--- config.mk ---
export PLATFORM = sky130hd
export DESIGN_NAME = bm_popup_ctrl
export DESIGN_NICKNAME = d
export VERILOG_FILES = /design/src/rtl/bm_popup_pkg.sv /design/src/rtl/bm_cfg_reg.sv /design/src/rtl/bm_status_flag.sv /design/src/rtl/bm_idle_timer.sv /design/src/rtl/bm_level_fsm.sv /design/src/rtl/bm_popup_ctrl.sv
export SDC_FILE = /design/constraint.sdc
export NUM_CORES = 1
export LEC_CHECK = 0
export ABC_CLOCK_PERIOD_IN_PS = 1500
export CAP_MARGIN = 20
export CORE_MARGIN = 10
export CORE_UTILIZATION = 38
export DETAILED_ROUTE_END_ITERATION = 6
export PLACE_DENSITY = 0.74
export SLEW_MARGIN = 20
export SYNTH_ARGS = -nofsm -noshare
export SYNTH_HDL_FRONTEND = slang
export SYNTH_HIERARCHICAL = 1
export SYNTH_SLANG_ARGS = --single-unit
--- constraint.sdc ---
create_clock -name clk -period 1.5 [get_ports clk]
set_clock_uncertainty 0.1 [all_clocks]
set_input_delay 0.3 -clock clk [delete_from_list [all_inputs] [get_ports clk]]
set_output_delay 0.3 -clock clk [all_outputs]
set_load 0.02 [all_outputs]
--- src/rtl/bm_popup_pkg.sv ---
package bm_popup_pkg;

  typedef enum logic [1:0] {
    LVL_C0 = 2'd0,
    LVL_C2 = 2'd1,
    LVL_C3 = 2'd2,
    LVL_C4 = 2'd3
  } lvl_e;

  localparam int unsigned CFG_W        = 8;
  localparam int unsigned CFG_DROP_BIT = 2;
  localparam int unsigned CFG_POP_BIT  = 3;
  localparam int unsigned CFG_QUIET_BIT = 4;
  localparam logic [CFG_W-1:0] CFG_WR_MASK = 8'h7C;

  function automatic logic lvl_is_deep(input lvl_e l);
    return (l == LVL_C3) || (l == LVL_C4);
  endfunction

endpackage

--- src/rtl/bm_cfg_reg.sv ---
module bm_cfg_reg
  import bm_popup_pkg::*;
(
  input  logic             clk,
  input  logic             rst_n,
  input  logic             wr_en,
  input  logic [CFG_W-1:0] wr_data,
  output logic [CFG_W-1:0] rd_data,
  output logic             pop_en,
  output logic             drop_en,
  output logic             quiet
);

  logic [CFG_W-1:0] cfg_q;

  always_ff @(posedge clk or negedge rst_n) begin
    if (!rst_n)     cfg_q <= '0;
    else if (wr_en) cfg_q <= wr_data & CFG_WR_MASK;
  end

  assign rd_data = cfg_q;
  assign pop_en  = cfg_q[CFG_POP_BIT];
  // popdown has no effect unless popup is on
  assign drop_en = cfg_q[CFG_DROP_BIT] & cfg_q[CFG_POP_BIT];
  assign quiet   = cfg_q[CFG_QUIET_BIT];

endmodule

--- src/rtl/bm_status_flag.sv ---
module bm_status_flag #(
  parameter int unsigned N_MAIN = 3,
  parameter int unsigned N_LPC  = 2
) (
  input  logic              clk,
  input  logic              rst_n,
  input  logic [N_MAIN-1:0] main_act,
  input  logic [N_LPC-1:0]  lpc_act,
  input  logic              quiet,
  input  logic              clr,
  output logic              sts
);

  logic set_evt;

  // LPC activity always records; main activity only when not suppressed
  assign set_evt = (|lpc_act) | ((|main_act) & ~quiet);

  always_ff @(posedge clk or negedge rst_n) begin
    if (!rst_n)       sts <= 1'b0;
    else if (set_evt) sts <= 1'b1;
    else if (clr)     sts <= 1'b0;
  end

endmodule

--- src/rtl/bm_idle_timer.sv ---
module bm_idle_timer #(
  parameter int unsigned IDLE_CYCLES = 16
) (
  input  logic clk,
  input  logic rst_n,
  input  logic arm,
  input  logic busy,
  output logic expired
);

  localparam int unsigned CW = (IDLE_CYCLES < 2) ? 1 : $clog2(IDLE_CYCLES);
  localparam logic [CW-1:0] LAST = CW'(IDLE_CYCLES - 1);

  logic [CW-1:0] cnt_q;

  assign expired = arm & ~busy & (cnt_q == LAST);

  always_ff @(posedge clk or negedge rst_n) begin
    if (!rst_n)              cnt_q <= '0;
    else if (!arm || busy)   cnt_q <= '0;
    else if (cnt_q != LAST)  cnt_q <= cnt_q + 1'b1;
  end

endmodule

--- src/rtl/bm_level_fsm.sv ---
module bm_level_fsm
  import bm_popup_pkg::*;
(
  input  logic clk,
  input  logic rst_n,
  input  logic wake,
  input  logic any_req,
  input  logic pop_en,
  input  logic drop_en,
  input  logic idle_expired,
  input  logic cmd_valid,
  input  lvl_e cmd_lvl,
  output lvl_e lvl,
  output logic popped,
  output logic arb_en
);

  lvl_e lvl_q, lvl_d, rec_q, rec_d;
  logic pop_q, pop_d, arb_q, arb_d;

  always_comb begin
    lvl_d = lvl_q;
    rec_d = rec_q;
    pop_d = pop_q;
    arb_d = arb_q;
    if (wake) begin
      lvl_d = LVL_C0;
      rec_d = LVL_C0;
      pop_d = 1'b0;
      arb_d = 1'b1;
    end else if (lvl_is_deep(lvl_q) && any_req) begin
      arb_d = 1'b1;
      if (pop_en) begin
        lvl_d = LVL_C2;
        rec_d = lvl_q;
        pop_d = 1'b1;
      end else begin
        lvl_d = LVL_C0;
        rec_d = LVL_C0;
        pop_d = 1'b0;
      end
    end else if (pop_q && lvl_q == LVL_C2 && drop_en && idle_expired) begin
      lvl_d = rec_q;
      pop_d = 1'b0;
      arb_d = 1'b0;
    end else if (cmd_valid && !lvl_is_deep(lvl_q)) begin
      lvl_d = cmd_lvl;
      pop_d = 1'b0;
      arb_d = !lvl_is_deep(cmd_lvl);
      if (cmd_lvl == LVL_C0) rec_d = LVL_C0;
    end
  end

  always_ff @(posedge clk or negedge rst_n) begin
    if (!rst_n) begin
      lvl_q <= LVL_C0;
      rec_q <= LVL_C0;
      pop_q <= 1'b0;
      arb_q <= 1'b1;
    end else begin
      lvl_q <= lvl_d;
      rec_q <= rec_d;
      pop_q <= pop_d;
      arb_q <= arb_d;
    end
  end

  assign lvl    = lvl_q;
  assign popped = pop_q;
  assign arb_en = arb_q;

endmodule

--- src/rtl/bm_popup_ctrl.sv ---
module bm_popup_ctrl
  import bm_popup_pkg::*;
#(
  parameter int unsigned N_MAIN      = 3,
  parameter int unsigned N_LPC       = 2,
  parameter int unsigned IDLE_CYCLES = 16
) (
  input  logic              clk,
  input  logic              rst_n,
  input  logic              cfg_wr_en,
  input  logic [7:0]        cfg_wr_data,
  output logic [7:0]        cfg_rd_data,
  input  logic              bm_sts_clr,
  output logic              bm_sts,
  input  logic [N_MAIN-1:0] bm_req_main,
  input  logic [N_LPC-1:0]  bm_req_lpc,
  input  logic              wake_evt,
  input  logic              sleep_cmd_valid,
  input  logic [1:0]        sleep_cmd_state,
  output logic [1:0]        cstate,
  output logic              bm_arb_en
);

  logic pop_en, drop_en, quiet, any_req, popped, idle_expired;
  lvl_e lvl;

  assign any_req = (|bm_req_main) | (|bm_req_lpc);

  bm_cfg_reg u_cfg (
    .clk     (clk),
    .rst_n   (rst_n),
    .wr_en   (cfg_wr_en),
    .wr_data (cfg_wr_data),
    .rd_data (cfg_rd_data),
    .pop_en  (pop_en),
    .drop_en (drop_en),
    .quiet   (quiet)
  );

  bm_status_flag #(.N_MAIN(N_MAIN), .N_LPC(N_LPC)) u_sts (
    .clk      (clk),
    .rst_n    (rst_n),
    .main_act (bm_req_main),
    .lpc_act  (bm_req_lpc),
    .quiet    (quiet),
    .clr      (bm_sts_clr),
    .sts      (bm_sts)
  );

  bm_idle_timer #(.IDLE_CYCLES(IDLE_CYCLES)) u_idle (
    .clk     (clk),
    .rst_n   (rst_n),
    .arm     (popped && (lvl == LVL_C2)),
    .busy    (any_req),
    .expired (idle_expired)
  );

  bm_level_fsm u_fsm (
    .clk          (clk),
    .rst_n        (rst_n),
    .wake         (wake_evt),
    .any_req      (any_req),
    .pop_en       (pop_en),
    .drop_en      (drop_en),
    .idle_expired (idle_expired),
    .cmd_valid    (sleep_cmd_valid),
    .cmd_lvl      (lvl_e'(sleep_cmd_state)),
    .lvl          (lvl),
    .popped       (popped),
    .arb_en       (bm_arb_en)
  );

  assign cstate = lvl;

endmodule

Word-level counts from Yosys, hierarchy flattened
Cells that the tools add are included.
{ "word_totals": {"regBits": 16, "input_bits": 21, "output_inout_bits": 12, "elab_cells": 68} }
{ "classes": {"addsub": 1, "eq_ne": 8, "muxes": 24, "bitwise": 8, "n_reduce_logical": 20} }
{ "ops": {"columns": ["op", "n"], "rows": [
  ["$mux W2", 10],
  ["$mux W1", 12],
  ["$eq A2 B2 Y1 const B", 4],
  ["$mux W4", 2],
  ["$reduce_bool A3 Y1", 2],
  ["$logic_and A1 B1 Y1", 5],
  ["$add A4 B1 Y4 const B", 1],
  ["$and A1 B1 Y1", 4],
  ["$eq A4 B4 Y1 const B", 1],
  ["$ne A4 B4 Y1 const B", 1],
  ["$reduce_bool A2 Y1", 2],
  ["$reduce_bool A4 Y1", 1],
  ["$logic_not A1 Y1", 3],
  ["$logic_or A1 B1 Y1", 3],
  ["$ne A3 B2 Y1 const B", 1],
  ["$reduce_and A3 Y1", 1],
  ["$reduce_or A3 Y1", 1],
  ["$eq A2 B1 Y1 const B", 1],
  ["$logic_not A2 Y1", 1],
  ["$not A1 Y1", 2],
  ["$or A1 B1 Y1", 2],
  ["$reduce_or A2 Y1", 1]
]} }

Longest topological paths before layout
{ "depth": {"ltp_word": 9, "mapped_depth": 7, "depth_no_buf": 7} }

Modules after synthesis
Netlist, hierarchy kept.
{ "modules_own_cells": {"columns": ["mod", "n_inst", "cells_each", "area_each_um2", "seq_area_each_um2"], "rows": [
  ["bm_level_fsm", 1, 32, 325.3, 151.4],
  ["bm_cfg_reg", 1, 17, 229.0, 125.1],
  ["bm_idle_timer", 1, 21, 227.7, 100.1],
  ["bm_status_flag", 1, 5, 46.3, 25.0],
  ["bm_popup_ctrl", 1, 5, 20.0, 0.0]
]} }

Worst setup path after synthesis
No wires, ideal clock.
{ "synth_path": {"path_kind": "flip-flop to flip-flop", "start": "reg u_fsm.lvl_q[0], in the netlist u_fsm/lvl[0]", "end": "reg u_fsm.lvl_q[1], in the netlist u_fsm/lvl[1]", "setup_ns": 0.124, "arrival_ns": 1.593, "required_ns": 1.276, "slack_ns": -0.317, "stages_incl_launch_ff": 8, "n_path_buf": 0, "period_less_slack_ns": 1.817, "path_cell_list": "dfrtp_1 -> nand2_1 -> nor2_1 -> nand2b_1 -> nor2_1 -> nand4_2 -> and3_1 -> o31a_1"} }
{ "synth_via": {"elab_chain_len": 8, "word_cells_on_any_way": 16, "cone_classes": "eq/ne (3); mux (3); bitwise (2); reduce/logical (8)"} }
{ "synth_lines": {"columns": ["item", "line_no", "text"], "rows": [
  ["start: declaration", "bm_level_fsm.sv:18", "lvl_e lvl_q, lvl_d, rec_q, rec_d;"],
  ["start signal: assignment", "bm_level_fsm.sv:61", "lvl_q <= lvl_d;"],
  ["$eq A2 B1 Y1 (*)", "bm_popup_ctrl.sv:53", ".arm (popped && (lvl == LVL_C2)),"],
  ["$logic_and A1 B1 Y1 (*)", "bm_popup_ctrl.sv:53", null],
  ["$and A1 B1 Y1 (*) (2 in series)", "bm_idle_timer.sv:16", "assign expired = arm & ~busy & (cnt_q == LAST);"],
  ["via idle_expired", "bm_popup_ctrl.sv:24", "logic pop_en, drop_en, quiet, any_req, popped, idle_expired;"],
  ["$logic_and A1 B1 Y1 (*)", "bm_level_fsm.sv:42", "end else if (pop_q && lvl_q == LVL_C2 && drop_en && idle_expired) begin"],
  ["$mux W2", "bm_level_fsm.sv:42", null],
  ["$mux W2", "bm_level_fsm.sv:31", "end else if (lvl_is_deep(lvl_q) && any_req) begin"],
  ["$mux W2", "bm_level_fsm.sv:26", "if (wake) begin"]
]} }
Mark *: on every way through the listed nets, which the timed path passes. The rest lies on a longest branch.
A chain may end at the register's enable or synchronous reset.

Worst setup path in the final report
{ "layout_path": {"start": "reg u_idle.cnt_q[1]", "end": "reg u_fsm.lvl_q[1], in the netlist u_fsm/lvl[1]"} }
{ "layout_via": {"elab_chain_len": 6, "word_cells_on_any_way": 7, "cone_classes": "eq/ne (1); mux (3); bitwise (1); reduce/logical (2)"} }
{ "layout_lines": {"columns": ["item", "line_no", "text"], "rows": [
  ["start: declaration", "bm_idle_timer.sv:14", "logic [CW-1:0] cnt_q;"],
  ["start signal: assignment", "bm_idle_timer.sv:21", "else if (cnt_q != LAST) cnt_q <= cnt_q + 1'b1;"],
  ["$eq A4 B4 Y1 (*)", "bm_idle_timer.sv:16", null],
  ["$and A1 B1 Y1 (*)", "bm_idle_timer.sv:16", null],
  ["via idle_expired", "bm_popup_ctrl.sv:24", null],
  ["$logic_and A1 B1 Y1 (*)", "bm_level_fsm.sv:42", null],
  ["$mux W2", "bm_level_fsm.sv:42", null],
  ["$mux W2", "bm_level_fsm.sv:31", null],
  ["$mux W2", "bm_level_fsm.sv:26", null]
]} }
Marks and branches as above.

==> out/results.ini <==
[setup_path]
timing.rr.start=u_idle/cnt_q[1]$_DFFE_PN0P_
crit_fanout=3
timing.critical_path.depth=6
startpoint=u_idle/cnt_q[1]$_DFFE_PN0P_
crit_path_end=u_fsm/lvl[1]$_DFFE_PN0P_
end_kind=register
crit_family=simple AND/OR/NAND/NOR gates
arrival_ps=1590
crit_buf_inv=0
crit_chain=ha_4 -> nand3_4 -> nor2_4 -> and4_4 -> and2_1 -> o31a_1
crit_path_start_kind=register
critPathMaxStageDelay_ps=420
required_ps=1580
reg2regPathDepth=6
rrSetupSlack_ps=-6
critPathKind=register to register
worst_path_max_delay_cell=dfrtp_1
r2r-end=u_fsm/lvl[1]$_DFFE_PN0P_

[power]
clockPowerShare_pct=29.7
power_frac_comb_pct=21.0
pwr-share-seq_pct=49.3
powerDensity_nw_per_um2=720.9
p_switching_uw=255.6
leakage_nw=0.6073
ir_drop_mv=0.6166
power_uw=961.5
intPower_uw=705.9
p_sw_share_pct=26.58

[final_layout]
area.sequential_sq_um=404.1
stdcell_count=151
multi_input_area_sq_um=483.0
mostFrequentLayoutCells=buf_4 (16), dfrtp_1 (13), clkdlybuf4s50_1 (12), dlygate4sd2_1 (12)
area_growth_syn_to_layout_pct=57.23
layout-drive-gt1-share_pct=37.40
fin_util_pct=61.48
antenna_cells=0
final.fill_count=188
finalNetCount=146
layout_commonest_cell=buf_4

[clocking]
cts_buffers=3
cts_root_buf=clkbuf_4
cts.clk_slew.worst_paths_ps=90
tritoncts=built
cts-htree-levels=1
ctsHoldBuffers=0
insertion_delay_ps=290
cts.sinks=16
clk_path_buf_depth=2

[job]
max-cap-violations=0

[synth]
synthFlopType=dfrtp_1
avgSynthCellArea_sq_um=10.60
synth-compound-area-share_pct=12.09
async_reset_ff_share_pct=100.0
synth_edf_count=0
syn-cell-area_sq_um=848.3
synth-xor-area-share_pct=0
syn_inst=80
synth_top_cell_by_area=dfrtp_1
synth-simple-area-share_pct=23.45
synthAdderAreaFrac_pct=1.475
synth.area.top_cells=dfrtp_1 (44%), mux2_2 (6.6%), buf_4 (4.4%)
synth_cell_types=35
ys_seq_area_share_pct=47.35
muxShareOfSynthArea_pct=8.997
yosysWarnings=6
synth_top_area_share_pct=44.25
synth-seq-cells=16
synth_top_family_by_area=simple AND/OR/NAND/NOR gates

[sta]
setup_tns_ps=-5.798
fin_ws_ps=-5.798
final-max-slew-violation-count=0
final-setup-viol-count=1
fmax_ghz=0.6641
layout_worst_path_cycle_share_pct=100.4
period_minus_slack_ps=1506
hold_viol=0
rsz0062_at_grt=true

[global_route]
grt_usage_pct=10.31
grt_pass1_vias=796
grt_remaining_overflow=0
antenna_found_initial=0
grt_start_max_net_pins=17
grt_pass1_wl_microns=3560

[detailed_routing]
drt_iter0_markers=20
avgRoutedWirePerCell_microns=14.18
vias=750
wirelength_microns=2141
via_per_inst=4.967
drtPass1Iterations=4
ant_nets=0
drc=0

[outcome]
status=complete, but fails checks
violations=setup timing

[die]
start_util_pct=39.10
io_pins=33
die_x_microns=67.25
fp-row-count=17
die_h_microns=67.25
dieArea_sq_um=4523
core_sq_um=2170

[place]
dpl.hpwl_microns=1706
dp.cells=145
gp_congestion=0.7135
io_buffers=26

[hold_path]
hold_path.class=primary input to asynchronous set/reset pin

## state kept, by name, summed over array words and instances, names as in the netlist
register	cells
u_fsm/arb_en	1
u_fsm/lvl	2
u_fsm/popped	1
u_sts/sts	1
u_idle/cnt_q	4
u_cfg/rd_data	5
u_fsm/rec_q	2
## worst min path at each step
stage	startpoint	endpoint	slack [ps]	cells past startpoint
after CTS	rst_n	u_idle/cnt_q[0]$_DFFE_PN0P_	220	2
after floorplan	rst_n	u_cfg/rd_data[2]$_DFFE_PN0P_	-100	0
after global placement	u_fsm/arb_en$_DFFE_PN1P_	u_fsm/arb_en$_DFFE_PN1P_	370	2
after detailed placement	u_fsm/arb_en$_DFFE_PN1P_	u_fsm/arb_en$_DFFE_PN1P_	370	2
after global routing	rst_n	u_idle/cnt_q[0]$_DFFE_PN0P_	230	2
final	rst_n	u_idle/cnt_q[3]$_DFFE_PN0P_	220	2
## metrics by stage
stage	area (sq um)	setup slack, ps	hold slack, ps
after CTS	1308	-10.04	223.5
final	1334	-5.798	219.0
after floorplan	903.4	-71.16	-95.59
after detailed placement	1266	-479.3	366.5
after global placement	1266	-463.0	367.1
after global routing	1334	-67.84	230.3
## power by group through the flow
stage	logic [mW]	clock network [mW]	registers (mW)
floorplan	0.0765	0	0.506
global placement	0.216	0	0.482
detailed placement	0.219	0	0.483
CTS	0.202	0.301	0.474
global route	0.219	0.324	0.479
finish	0.201	0.286	0.474
## area by class of cell
cell class              count  area share [%]
repair buffers             42           27.02
flip-flops and latches     16           30.30
well taps                  28           2.627
inverters                   4           1.126
multi-input cells          57           36.21
clock buffers               4           2.720
## synthesized netlist by cell type, types with 2 or more instances
cell      instances
mux2i_1           2
inv_1             4
buf_4             5
nand2_1           6
nor3_1            2
dfrtp_1          15
o21ai_1           3
mux2_2            5
and2_1            3
nand2b_1          2
nor2_1            5
o31a_1            2
o221ai_1          2
a21oi_1           2
nand3b_1          2
## routing by layer
layer	routed length, microns	GRT usage, %
met1	793	10.75
met2	1116	16.59
met3	198	5.950
met4	33	4.615
met5	0	0
## timing repair
item,4_1_cts,5_1_grt
pin swaps,5,4
endpoints found under the setup margin,15,8
resized for setup,17,6
setup buffers,2,0
## cells by family (layout without fill, tap and decap cells)
group	after synthesis	after routing
and+or+nand+nor	32	32
DFF	16	16
other	1	3
muxes	7	7
buffers and inverters	9	50
adders and majority gates	1	1
AOI/OAI and AO/OA	14	14
Note: power is estimated with default switching activity, not from simulation.
